<file path="src/rtl/pcsel_pkg.sv">
package pcsel_pkg;

   typedef enum logic [1:0] {
      KIND_OTHER = 2'd0,
      KIND_JMP   = 2'd1,
      KIND_JCC   = 2'd2,
      KIND_CALL  = 2'd3
   } instr_kind_e;

   typedef enum logic [1:0] {
      SRC_PRED    = 2'd0,
      SRC_RECOVER = 2'd1,
      SRC_RETURN  = 2'd2
   } pc_src_e;

endpackage

</file>
<file path="src/rtl/pcsel_recover.sv">
module pcsel_recover
   import pcsel_pkg::*;
#(
   parameter int AW = 32
) (
   input  logic          m_jcc,
   input  logic          m_cond,
   input  logic [AW-1:0] m_fallthru,
   input  logic          w_ret,
   input  logic [AW-1:0] w_retaddr,
   input  logic [AW-1:0] pred_q,
   output pc_src_e       src,
   output logic [AW-1:0] pc
);

   logic mispredict;

   assign mispredict = m_jcc & ~m_cond;

   // Wrong-path recovery outranks a returning instruction.
   always_comb begin
      if (mispredict)
         src = SRC_RECOVER;
      else if (w_ret)
         src = SRC_RETURN;
      else
         src = SRC_PRED;
   end

   always_comb begin
      unique case (src)
         SRC_RECOVER: pc = m_fallthru;
         SRC_RETURN:  pc = w_retaddr;
         default:     pc = pred_q;
      endcase
   end

endmodule

</file>
<file path="src/rtl/pcsel_predict.sv">
module pcsel_predict
   import pcsel_pkg::*;
#(
   parameter int AW = 32,
   parameter int LW = 4
) (
   input  logic [1:0]    kind,
   input  logic [AW-1:0] pc,
   input  logic [AW-1:0] target,
   input  logic [LW-1:0] len,
   output logic [AW-1:0] next_pred
);

   localparam int PAD = AW - LW;

   logic [AW-1:0] len_ext;
   logic [AW-1:0] seq_pc;
   logic          use_target;

   generate
      if (PAD > 0) begin : g_pad
         assign len_ext = {{PAD{1'b0}}, len};
      end else begin : g_nopad
         assign len_ext = len[AW-1:0];
      end
   endgenerate

   assign seq_pc = pc + len_ext;

   always_comb begin
      unique case (instr_kind_e'(kind))
         KIND_JMP, KIND_JCC, KIND_CALL: use_target = 1'b1;
         default:                       use_target = 1'b0;
      endcase
   end

   assign next_pred = use_target ? target : seq_pc;

endmodule

</file>
<file path="src/rtl/pcsel_pred_reg.sv">
module pcsel_pred_reg #(
   parameter int          AW        = 32,
   parameter logic [AW-1:0] RESET_PC = '0,
   parameter bit          ASYNC_RST = 1'b1
) (
   input  logic          clk,
   input  logic          rst_n,
   input  logic          hold,
   input  logic [AW-1:0] d,
   output logic [AW-1:0] q
);

   generate
      if (ASYNC_RST) begin : g_async
         always_ff @(posedge clk or negedge rst_n) begin
            if (!rst_n)
               q <= RESET_PC;
            else if (!hold)
               q <= d;
         end
      end else begin : g_sync
         always_ff @(posedge clk) begin
            if (!rst_n)
               q <= RESET_PC;
            else if (!hold)
               q <= d;
         end
      end
   endgenerate

endmodule

</file>
<file path="src/rtl/fetch_pc_select.sv">
module fetch_pc_select
   import pcsel_pkg::*;
#(
   parameter int AW        = 32,
   parameter int LW        = 4,
   parameter bit ASYNC_RST = 1'b1
) (
   input  logic          clk,
   input  logic          rst_n,
   input  logic          f_stall,
   input  logic [1:0]    f_kind,
   input  logic [AW-1:0] f_target,
   input  logic [LW-1:0] f_len,
   input  logic          m_jcc,
   input  logic          m_cond,
   input  logic [AW-1:0] m_fallthru,
   input  logic          w_ret,
   input  logic [AW-1:0] w_retaddr,
   output logic [AW-1:0] f_pc,
   output logic [AW-1:0] f_pred,
   output logic [AW-1:0] f_pred_next
);

   localparam logic [AW-1:0] RESET_PC = '0;

   generate
      if (AW < 8 || AW > 64) begin : g_bad_aw
         $error("fetch_pc_select: AW must lie in 8..64");
      end
      if (LW < 1 || LW >= AW) begin : g_bad_lw
         $error("fetch_pc_select: LW must lie in 1..AW-1");
      end
   endgenerate

   pc_src_e src;

   pcsel_pred_reg #(
      .AW(AW), .RESET_PC(RESET_PC), .ASYNC_RST(ASYNC_RST)
   ) u_reg (
      .clk  (clk),
      .rst_n(rst_n),
      .hold (f_stall),
      .d    (f_pred_next),
      .q    (f_pred)
   );

   pcsel_recover #(.AW(AW)) u_sel (
      .m_jcc     (m_jcc),
      .m_cond    (m_cond),
      .m_fallthru(m_fallthru),
      .w_ret     (w_ret),
      .w_retaddr (w_retaddr),
      .pred_q    (f_pred),
      .src       (src),
      .pc        (f_pc)
   );

   pcsel_predict #(.AW(AW), .LW(LW)) u_pred (
      .kind     (f_kind),
      .pc       (f_pc),
      .target   (f_target),
      .len      (f_len),
      .next_pred(f_pred_next)
   );

endmodule

</file>
<file path="config.mk">
export PLATFORM = sky130hd
export DESIGN_NAME = fetch_pc_select
export DESIGN_NICKNAME = d
export VERILOG_FILES = /design/src/rtl/pcsel_pkg.sv /design/src/rtl/pcsel_recover.sv /design/src/rtl/pcsel_predict.sv /design/src/rtl/pcsel_pred_reg.sv /design/src/rtl/fetch_pc_select.sv
export SDC_FILE = /design/constraint.sdc
export NUM_CORES = 1
export LEC_CHECK = 0
export BUFFER_PORTS_ARGS = -buffer_cell sky130_fd_sc_hd__buf_2
export CAP_MARGIN = 30
export CORE_MARGIN = 10
export CORE_UTILIZATION = 39
export CTS_CLUSTER_DIAMETER = 80
export CTS_CLUSTER_SIZE = 14
export DETAILED_ROUTE_END_ITERATION = 6
export GPL_ROUTABILITY_DRIVEN = 0
export MAX_ROUTING_LAYER = met4
export PLACE_DENSITY = 0.78
export SLEW_MARGIN = 10
export SYNTH_ARGS = -nofsm -noshare
export SYNTH_HDL_FRONTEND = slang
export SYNTH_SLANG_ARGS = --single-unit
</file>
<file path="constraint.sdc">
create_clock -name clk -period 2.6 [get_ports clk]
set_input_delay 0 -clock clk [delete_from_list [all_inputs] [get_ports clk]]
set_output_delay 0 -clock clk [all_outputs]
set_load 0.05 [all_outputs]
</file>
==> results of run 1 <==
through the flow:
stage          utilization (%)  hold WS [ps]  setup slack [ps]  TNS (ps)
6_report                  77.3          66.4              -222     -3920
5_1_grt                   77.3          95.1              -333     -7850
4_1_cts                   75.7          57.9              -201     -2870
3_5_place_dp              68.7           147              -194     -2010
3_3_place_gp              68.7           138              -103      -689
2_1_floorplan                -          -296              -659     -9660
per-layer routing:
metal,vias up,part of all wire [%],GRT usage (%)
met1,1922,36,26.3
met4,0,1.8,5.96
met2,208,52,43.1
met3,21,10,5.98
met5,-,0,-
li1,1854,-,-
power breakdown:
group	internal (W)	total (W)	switching [W]
Clock	0.000179	0.000374	0.000195
Sequential	0.000566	0.000621	0.0000552
Combinational	0.000706	0.00201	0.00130
Total	0.00145	0.00300	0.00155
repair_timing:
action                                 CTS  global route
pin swaps                               40            16
endpoints found under the hold margin   32             0
gates resized for setup                100            20
setup endpoints to repair               42            47
cloned                                   0             0
buffers inserted                        10             8
hold buffers                             1             0
cells in the final DEF (no fill, tap or decap), types with 3 or more instances in the layout:
cell type	count
sky130_fd_sc_hd__a21oi_1	4
sky130_fd_sc_hd__buf_2	175
sky130_fd_sc_hd__buf_4	60
sky130_fd_sc_hd__buf_6	28
sky130_fd_sc_hd__buf_8	12
sky130_fd_sc_hd__clkbuf_8	5
sky130_fd_sc_hd__dfrtp_1	28
sky130_fd_sc_hd__dfrtp_2	4
sky130_fd_sc_hd__ha_4	4
sky130_fd_sc_hd__inv_1	22
sky130_fd_sc_hd__mux2_1	3
sky130_fd_sc_hd__mux2_2	35
sky130_fd_sc_hd__mux2i_1	23
sky130_fd_sc_hd__mux2i_2	3
sky130_fd_sc_hd__nand2_1	62
sky130_fd_sc_hd__nand3_1	3
sky130_fd_sc_hd__nand4_1	4
sky130_fd_sc_hd__nor2_1	10
sky130_fd_sc_hd__nor2_4	8
sky130_fd_sc_hd__nor3_2	3
sky130_fd_sc_hd__nor3_4	6
sky130_fd_sc_hd__nor3b_1	4
sky130_fd_sc_hd__nor4_4	10
sky130_fd_sc_hd__o21ai_4	27
sky130_fd_sc_hd__o221ai_1	15
sky130_fd_sc_hd__o31ai_1	4
sky130_fd_sc_hd__xnor2_1	4
sky130_fd_sc_hd__xnor2_2	21
worst min-delay path by stage:
stage / cells after the start / endpoint
floorplan: 0 / u_reg.q[0]
global placement: 1 / u_reg.q[6]
detailed placement: 1 / u_reg.q[15]
CTS: 4 / u_reg.q[0]
global route: 4 / u_reg.q[1]
finish: 4 / u_reg.q[0]
layout make-up:
cell class              instances  area (sq um)
clock buffers                   6          72.6
inverters                      22          82.6
well taps                     102           128
repair buffers                278          1870
multi-input cells             298          3080
flip-flops and latches         32           806
fillers                       495          1770
worst min-delay path: cells and delay by family:
| kind | cells | cell delay, ps |
|---|---|---|
| buffers and inverters | 1 | 70 |
| muxes | 1 | 140 |
| and+or+nand+nor | 2 | 110 |
cell families after synthesis:
| logic type | Yosys count |
|---|---|
| mux | 68 |
| compound gates | 65 |
| buf+inv | 46 |
| simple gates | 132 |
| flops | 32 |
| fa+ha+maj | 5 |
| xor+xnor | 28 |
==> metrics.yaml, run 1 <==
synthesis:
  yosys.area_share.adder_pct: 2.21
  async_flop_share_pct: 100
  yosys.area.top_type_share_pct: 25.3
  synth.lib_cells_used.distinct: 46
  synthCells: 376
  avg_inst_size_synth_sq_um: 8.42
  synthMuxAreaShare_pct: 23.3
  synth.net_count: 489
  synth-seq-area-share_pct: 25.3
  main_combinational_cell_family_by_area_after_synthesis: "multiplexers"
  most_frequent_cells_after_synthesis: "sky130_fd_sc_hd__nand2_1 (64), sky130_fd_sc_hd__mux2_2 (36), sky130_fd_sc_hd__dfrtp_1 (32), sky130_fd_sc_hd__o21ai_0 (32), sky130_fd_sc_hd__mux2i_1 (27)"
  dominantRegCellSynth: "sky130_fd_sc_hd__dfrtp_1"
  post_synth_xor_area_fraction_pct: 7.74
  yosys_warnings: 0
  edff_count_synth: 0
  synthSimpleGateAreaFrac_pct: 21.1
  synth-compound-area-share_pct: 12.8
  synth.largest_area_cell: "sky130_fd_sc_hd__dfrtp_1"
  synth_seq_cells: 32
  synthTopCellsByArea: "sky130_fd_sc_hd__dfrtp_1 (25%), sky130_fd_sc_hd__mux2_2 (13%), sky130_fd_sc_hd__mux2i_1 (8.5%)"
  post_synth_instance_area_sq_um: 3170
  yosys.cell_count.top_type: "sky130_fd_sc_hd__nand2_1"
timing:
  timing.final.crit_period_ps: 2820
  tightest_slew_ps: 955
  rsz0062_at_grt: "true"
  fmax_mhz: 354
  max_slew_margin_pct: 36.4
  clock-skew-final_ps: 5.47
  maxSlewViolCount: 0
  finalSetupViolCount: 32
  final_hold_viol_count: 0
  worst_slack_ps: -222
  layout_worst_path_cycle_share_pct: 109
clocking:
  clock_tree_from_tritoncts: "built"
  cts-htree-levels: 2
  clk_latency_ps: 280
  clock_path_buffers: 2
  clock_sinks: 32
  number_of_buffers_inserted_during_clock_tree_synthesis: 5
  cts-root-buf: "sky130_fd_sc_hd__clkbuf_8"
  clk_pin_slew_ps: 70
worst_setup_path:
  worst_endpoint_required_time_ps: 2600
  reg2reg_slack_ps: -70
  endpoint_kind: "primary output"
  timing.critical_path.depth: 13
  critical_path.startpoint_type: "flip-flop"
  crit_chain: "mux2i_4 -> o21ai_4 -> ha_4 -> fa_2 -> a21o_1 -> a21oi_2 -> nor4_4 -> buf_4 -> nand4_1 -> xnor2_1 -> nor2_1 -> nor2_4 -> buf_6"
  endpoint: "f_pred_next[16]"
  worst_setup_path_startpoint: "u_reg.q[0]"
  critical-path-max-stage-delay_ps: 420
  cpMaxStageDelayCell: "sky130_fd_sc_hd__dfrtp_2"
  crit-reg2reg-capture: "u_reg.q[6]"
  r2r.worst_path.cells: 12
  critPathMaxFanout: 4
  cp_delay_by_family_top: "adder cells"
  worst-setup-path-type: "reg2out"
  worst-path-buf-inv: 2
  timing.critical_path.arrival_ps: 2820
  timing.rr.start: "u_reg.q[0]"
placement:
  placed_cell_area_sq_um: 5360
  dpl.hpwl_um: 11600
  buffer_ports.inserted: 203
  dp.cells: 721
route:
  vias: 4005
  drt_wl_total_um: 15300
  first_pass_iters: 4
  detailedRoute.firstIterationViolations: 210
  route.antenna.remaining_nets: 0
  drt-vias-per-instance: 5.43
  route.detailed.drc: 0
  drt-wirelength-per-cell_um: 20.7
power:
  total_power_w: 0.00300
  power_leakage_nw: 2.96
  irDropWorstVdd_mv: 0.338
  power_density_nw_per_um2: 497
final_layout:
  areaGrowthSynthToFinish_pct: 90.7
  antenna_diode_count: 0
  finalInstanceArea_sq_um: 6040
  final_nets: 750
  largest_register: "u_reg.q"
  largest_register_ff_count: 32
  largest_registers: "u_reg.q: 32 flops"
  post_route_cells_drive_above_1_share_pct: 68.1
  stdcell_count: 738
status:
  status: "complete, but fails checks"
  violated_checks: "negative setup slack"
floorplan:
  fp.dieArea_sq_um: 12100
  chipHeight_um: 110
  die_width_um: 110
  placement_rows: 32
  start_util_pct: 40.6
  fp.coreArea_sq_um: 7810
  io_pins: 204
global_route:
  globalRouteTotalUtil_pct: 24.2
  grt_overflow_total: 0
  antenna_violations_before_repair: 0
  grt_pass1_wl_um: 22400
  grt_start_max_net_pins: 54
  number_of_global_route_vias_before_repair: 4351
min_path:
  worst_hold_startpoint: "f_target[0]"
  holdCritPathClass: "in2reg"
job:
  max_cap_violations: 0
(Power assumes the default switching activity.)
==> run 2, diff against run 1 <==
Settings changed: CORE_UTILIZATION 39 to 45, PLACE_DENSITY 0.78 to 0.84.
Clock period 2.6 ns to 3.5 ns, I/O delays scaled along.
==> run 2 against run 1 <==
  * The flow now finishes without violations
  * Sequential power fell by 26%
  * Non-clock buffer count fell by 67
  * Cell count fell by 9.6%
  * Clock skew rose by 1.6 ps
  * Critical path depth fell by 1
  * Cell area fell by 27%
  * Worst setup slack improved by 540 ps
  * Total power fell by 37%
  * Core utilization fell by 13 points
  * Via count fell by 9.4%
  * Register-to-register slack improved by 720 ps
  * Critical path type unchanged
  * Largest cell class unchanged
  * Largest power group unchanged
==> metrics.yaml, run 2 (synthesis gave the netlist of run 1 again) <==
clocking:
  post_cts_resize_count: 0  # -100%
  number_of_buffers_inserted_during_clock_tree_synthesis: 5  # unchanged
  buffers_inserted_by_post_cts_timing_repair: 0  # -10
  clk_pin_slew_ps: 70  # about the same
  cts-root-buf: "sky130_fd_sc_hd__clkbuf_8"
  cts-htree-levels: 2  # unchanged
  clk_latency_ps: 280  # about the same
  clock_sinks: 32  # unchanged
  clock_tree_from_tritoncts: "built"
  clock_path_buffers: 2  # unchanged
worst_setup_path:
  timing.critical_path.arrival_ps: 3180  # +360 ps
  critical_path.startpoint_type: "flip-flop"
  critPathMaxFanout: 7  # +3
  r2r.worst_path.cells: 11  # -1
  worst_endpoint_required_time_ps: 3500  # +900 ps
  endpoint_kind: "primary output"
  crit-reg2reg-capture: "u_reg.q[26]"
  worst-setup-path-type: "reg2out"
  reg2reg_slack_ps: 650  # +720 ps
  worst_setup_path_startpoint: "u_reg.q[0]"
  timing.rr.start: "u_reg.q[0]"
floorplan:
  io_pins: 204  # unchanged
  placement_rows: 30  # -6.3%
  chipHeight_um: 104  # -5.6%
  start_util_pct: 46.4  # +5.8 points
  die_width_um: 104  # -5.6%
  fp.coreArea_sq_um: 6830  # -13%
  fp.dieArea_sq_um: 10800  # -11%
placement:
  placed_cell_area_sq_um: 4260  # -21%
  dp.cells: 657  # -8.9%
  dpl.hpwl_um: 10400  # -10%
  buffer_ports.inserted: 203  # unchanged
route:
  vias: 3627  # -9.4%
  route.antenna.remaining_nets: 0  # unchanged
  drt-vias-per-instance: 5.44  # +0.20%
  first_pass_iters: 4  # unchanged
  detailedRoute.firstIterationViolations: 144  # -31%
  drt-wirelength-per-cell_um: 19.1  # -7.4%
  drt_wl_total_um: 12800  # -16%
  route.detailed.drc: 0  # unchanged
final_layout:
  mostFrequentLayoutCells: "sky130_fd_sc_hd__buf_2 (203), sky130_fd_sc_hd__nand2_1 (64), sky130_fd_sc_hd__mux2_2 (36)"
  finalInstanceArea_sq_um: 4390  # -27%
  final_nets: 683  # -8.9%
  post_route_cells_drive_above_1_share_pct: 48.2  # -20 points
  largest_register_ff_count: 32  # unchanged
  largest_registers: "u_reg.q: 32 flops"
  antenna_diode_count: 0  # unchanged
  layout.cells.most_common: "sky130_fd_sc_hd__buf_2"
  largest_register: "u_reg.q"
  areaGrowthSynthToFinish_pct: 38.6
  fill_cells: 636  # +28%
  stdcell_count: 667  # -9.6%
min_path:
  hold_critical_path_depth: 3  # -1
  timing.hold.worst_endpoint: "u_reg.q[14]"
  holdCritPathClass: "in2reg"
  worst_hold_startpoint: "f_target[14]"
job:
  max_cap_violations: 0  # unchanged
power:
  total_power_w: 0.00188  # -37%
  power_leakage_nw: 2.26  # -24%
  irDropWorstVdd_mv: 0.179  # -47%
  power_density_nw_per_um2: 428  # -14%
timing:
  final.setup.tns_ps: 0  # +3920 ps
  tightest_slew_ps: 819  # -135 ps
  timing.hold.ws_ps: 27.9  # -38.5 ps
  final_hold_viol_count: 0  # unchanged
  max_slew_margin_pct: 45.4  # +9.0 points
  finalSetupViolCount: 0  # -100%
  layout_worst_path_cycle_share_pct: 91.0
  maxSlewViolCount: 0  # unchanged
  fmax_mhz: 314
  rsz0062_at_grt: "false"
  clock-skew-final_ps: 7.10  # +1.63 ps
  timing.final.crit_period_ps: 3180
status:
  status: "finished, final reports clean"
global_route:
  globalRouteTotalUtil_pct: 23.4  # -0.78 points
  grt_pass1_wl_um: 20400  # -9.0%
  number_of_global_route_vias_before_repair: 3869  # -11%
  grt_start_max_net_pins: 55  # +1.9%
  antenna_violations_before_repair: 0  # unchanged
  grt_overflow_total: 0  # unchanged
[run 2: changes by cell type in the layout (fill, tap and decap cells not counted), sizes merged]
cell / before / now
clkbuf: 6 / 8
buf: 277 / 210
[run 2: cell type report]
type	instances	area, sq um	area share [%]
Timing Repair Buffer	211	1110	25.3
Multi-Input combinational cell	298	2180	49.8
Inverter	22	82.6	1.88
Tap cell	96	120	2.74
Sequential cell	32	801	18.2
Clock buffer	8	90.1	2.05
[run 2: per-stage QoR]
stage	utilization [%]	worst slack (ps)
final	64.2	316
after global routing	64.2	0.759
after CTS	63.8	272
after detailed placement	62.4	351
after global placement	62.0	478
after floorplan	-	-163
[run 2: routing by layer]
layer,wire (um),GRT usage [%],vias to the layer above
met5,0,-,-
met4,238,6.06,0
met3,1040,6.07,18
met2,6350,39.2,186
met1,5140,27.1,1700
li1,-,-,1723
[run 2: worst max-delay path: stages, from the launching register on]
cell                      delay (ps)
sky130_fd_sc_hd__dfrtp_1         370
sky130_fd_sc_hd__mux2i_1          90
sky130_fd_sc_hd__o21ai_2         140
sky130_fd_sc_hd__ha_1            240
sky130_fd_sc_hd__fa_1            250
sky130_fd_sc_hd__a21o_1          130
sky130_fd_sc_hd__a21oi_1         130
sky130_fd_sc_hd__nor4_4          330
sky130_fd_sc_hd__nand2_1         240
sky130_fd_sc_hd__nor4_1          440
sky130_fd_sc_hd__xnor2_1         150
sky130_fd_sc_hd__o21ai_2         130
sky130_fd_sc_hd__buf_2           280
[run 2: timing repair]
item / 4_1_cts / 5_1_grt
endpoints found under the hold margin: 32 / 0
hold buffers: 1 / 0
endpoints found under the setup margin: 0 / 0
[run 2: report_power, final]
group	total, W	switching, W	internal, W
clock	0.000303	0.000142	0.000161
combinational	0.00112	0.000803	0.000313
sequential	0.000458	0.0000392	0.000419
total	0.00188	0.000984	0.000892
[run 2: worst max path at each step]
stage	end	slack, ps	depth (start not counted)
after global routing	f_pred_next[31]	0.8	11
after detailed placement	f_pred_next[28]	350	14
after floorplan	u_reg.q[30]	-160	11
final	f_pred_next[28]	320	12
after CTS	f_pred_next[28]	270	12
after global placement	f_pred_next[30]	480	13
==> run 3, diff against run 2 <==
Settings changed: GPL_TIMING_DRIVEN from default to 0.
==> run 3 against run 2 <==
  * First-iteration DRC count is 28% higher
  * Total power rose by 1.5%
  * Register-to-register slack lost 100 ps
  * Worst setup slack lost 98 ps
  * Non-clock buffer count is 15 higher
  * Clock power increased by 5%
  * Critical path depth stayed put
  * Clock skew up 1.7 ps
  * Combinational power is essentially flat
  * Cell count increased by 2.1%
  * Wire length grew 4.8%
  * Global-route usage increased by 0.47 points
  * Largest power group unchanged
==> metrics.yaml, run 3 (synthesis gave the netlist of run 1 again) <==
route:
  drt-vias-per-instance: 5.53  # +1.6%
  drt-wirelength-per-cell_um: 19.6  # +2.6%
  first_pass_iters: 4  # unchanged
  route.antenna.remaining_nets: 0  # unchanged
  vias: 3764  # +3.8%
  drt_wl_total_um: 13400  # +4.8%
  detailedRoute.firstIterationViolations: 185  # +28%
  route.detailed.drc: 0  # unchanged
floorplan:
  fp.coreArea_sq_um: 6830  # unchanged
  die_width_um: 104  # unchanged
  chipHeight_um: 104  # unchanged
  fp.dieArea_sq_um: 10800  # unchanged
  placement_rows: 30  # unchanged
  io_pins: 204  # unchanged
  start_util_pct: 46.4  # unchanged
timing:
  tightest_slew_ps: 781  # -38.2 ps
  final.setup.tns_ps: 0  # unchanged
  rsz0062_at_grt: "false"
  worst_slack_ps: 218  # -98.5 ps
  clock-skew-final_ps: 8.76  # +1.66 ps
  timing.final.crit_period_ps: 3280  # +98.5 ps
  finalSetupViolCount: 0  # unchanged
  final_hold_viol_count: 0  # unchanged
  layout_worst_path_cycle_share_pct: 93.8  # +2.8 points
  fmax_mhz: 305  # -3.0%
  maxSlewViolCount: 0  # unchanged
  max_slew_margin_pct: 46.4  # +1.1 points
final_layout:
  total_area_of_multi_input_combinational_cells_sq_um: 2190  # +0.40%
  area.sequential_sq_um: 801  # unchanged
  finalInstanceArea_sq_um: 4470  # +1.8%
  largest_register_ff_count: 32  # unchanged
  largest_registers: "u_reg.q: 32 flops"
  layout.cells.most_common: "sky130_fd_sc_hd__buf_2"
  mostFrequentLayoutCells: "sky130_fd_sc_hd__buf_2 (201), sky130_fd_sc_hd__nand2_1 (64), sky130_fd_sc_hd__mux2_2 (36)"
  antenna_diode_count: 0  # unchanged
  stdcell_count: 681  # +2.1%
  areaGrowthSynthToFinish_pct: 41.0
  final_nets: 698  # +2.2%
  largest_register: "u_reg.q"
  post_route_cells_drive_above_1_share_pct: 47.0  # -1.2 points
  fill_cells: 628  # -1.3%
global_route:
  number_of_global_route_vias_before_repair: 3969  # +2.6%
  grt_start_max_net_pins: 33  # -40%
  grt_pass1_wl_um: 20700  # +1.4%
  grt_overflow_total: 0  # unchanged
  antenna_violations_before_repair: 0  # unchanged
  globalRouteTotalUtil_pct: 23.8  # +0.47 points
power:
  total_power_w: 0.00191  # +1.5%
  internal_power_w: 0.000909  # +1.9%
  irDropWorstVdd_mv: 0.228  # +27%
  p_sw_share_pct: 52.3  # -0.19 points
  p_comb_share_pct: 59.3  # -0.2 points
  seqPwrFrac_pct: 24.0  # -0.4 points
  power_leakage_nw: 2.29  # +1.1%
  power_density_nw_per_um2: 427  # -0.23%
  power_switching_w: 0.000996  # +1.2%
  power.share.clock_pct: 16.7  # +0.6 points
placement:
  buffer_ports.inserted: 201  # -0.99%
  dpl_worst_slack_ps: 78.9  # -273 ps
  dpl.hpwl_um: 11100  # +6.9%
  placed_cell_area_sq_um: 4350  # +2.1%
  dp.cells: 673  # +2.4%
job:
  max_cap_violations: 0  # unchanged
clocking:
  clock_path_buffers: 2  # unchanged
  clock_sinks: 32  # unchanged
  cts-root-buf: "sky130_fd_sc_hd__clkbuf_8"
  clock_tree_from_tritoncts: "built"
  clk_pin_slew_ps: 70  # about the same
  number_of_buffers_inserted_during_clock_tree_synthesis: 5  # unchanged
  buffers_inserted_by_post_cts_timing_repair: 0  # unchanged
  clk_latency_ps: 280  # about the same
  cts-htree-levels: 2  # unchanged
worst_setup_path:
  endpoint_kind: "primary output"
  worst_endpoint_required_time_ps: 3500  # about the same
  critPathMaxFanout: 7  # unchanged
  timing.critical_path.arrival_ps: 3280  # +100 ps
  critical_path.startpoint_type: "flip-flop"
  worst-setup-path-type: "reg2out"
min_path:
  holdCritPathClass: "in2reg"
status:
  status: "finished, final reports clean"
## run 3: cell type report
class,count,area share [%]
flip-flops and latches,32,17.9
plain buffers,24,3.53
well taps,96,2.69
multi-input cells,298,49.1
inverters,22,1.85
repair buffers,202,22.8
clock buffers,7,2.16
## run 3: worst max-delay path, stage by stage (launching register included)
cell,delay [ps]
sky130_fd_sc_hd__dfrtp_1,360
sky130_fd_sc_hd__mux2i_1,80
sky130_fd_sc_hd__o21ai_2,150
sky130_fd_sc_hd__ha_1,250
sky130_fd_sc_hd__fa_1,250
sky130_fd_sc_hd__a21o_1,140
sky130_fd_sc_hd__a21oi_1,140
sky130_fd_sc_hd__nor4_4,370
sky130_fd_sc_hd__nand2_1,260
sky130_fd_sc_hd__nor4_1,400
sky130_fd_sc_hd__xnor2_1,160
sky130_fd_sc_hd__o21ai_2,150
sky130_fd_sc_hd__buf_2,290
## run 3: timing repair
item | CTS | global route
setup endpoints to repair | 0 | 7
resized for setup | 0 | 3
hold buffers | 1 | 0
endpoints found under the hold margin | 32 | 0
## run 3: power by group through the flow
stage / clock (W) / combinational [W] / sequential, W
detailed placement: 0 / 0.00113 / 0.000463
CTS: 0.000325 / 0.00113 / 0.000456
finish: 0.000318 / 0.00113 / 0.000457
global route: 0.000336 / 0.00119 / 0.000463
floorplan: 0 / 0.000661 / 0.000630
global placement: 0 / 0.00111 / 0.000460
## run 3: routing by layer
| metal | vias up | global-route usage (%) | routed length (um) |
|---|---|---|---|
| met3 | 23 | 5.51 | 1130 |
| met5 | - | - | 0 |
| li1 | 1750 | - | - |
| met1 | 1778 | 27.9 | 5520 |
| met2 | 213 | 39.5 | 6420 |
| met4 | 0 | 7.75 | 301 |
## run 3: worst paths after layout
check | depth (start not counted) | slack (ps) | startpoint | to
setup / recovery | 12 | 220 | u_reg.q[0] | f_pred_next[24]
hold / removal | 3 | 30 | f_target[14] | u_reg.q[14]
setup reg to reg | 11 | 550 | u_reg.q[0] | u_reg.q[26]
hold reg to reg | 2 | 510 | u_reg.q[16] | u_reg.q[16]
max in group asynchronous | 2 | 2640 | rst_n | u_reg.q[27]
min in group asynchronous | 2 | 340 | rst_n | u_reg.q[2]
## run 3: metrics by stage
| step | utilization (%) | hold WS (ps) |
|---|---|---|
| after floorplan | - | -296 |
| final | 65.4 | 29.4 |
| after detailed placement | 63.7 | 128 |
| after CTS | 65.2 | 21.9 |
| after global placement | 63.7 | 118 |
| after global routing | 65.4 | 43.7 |
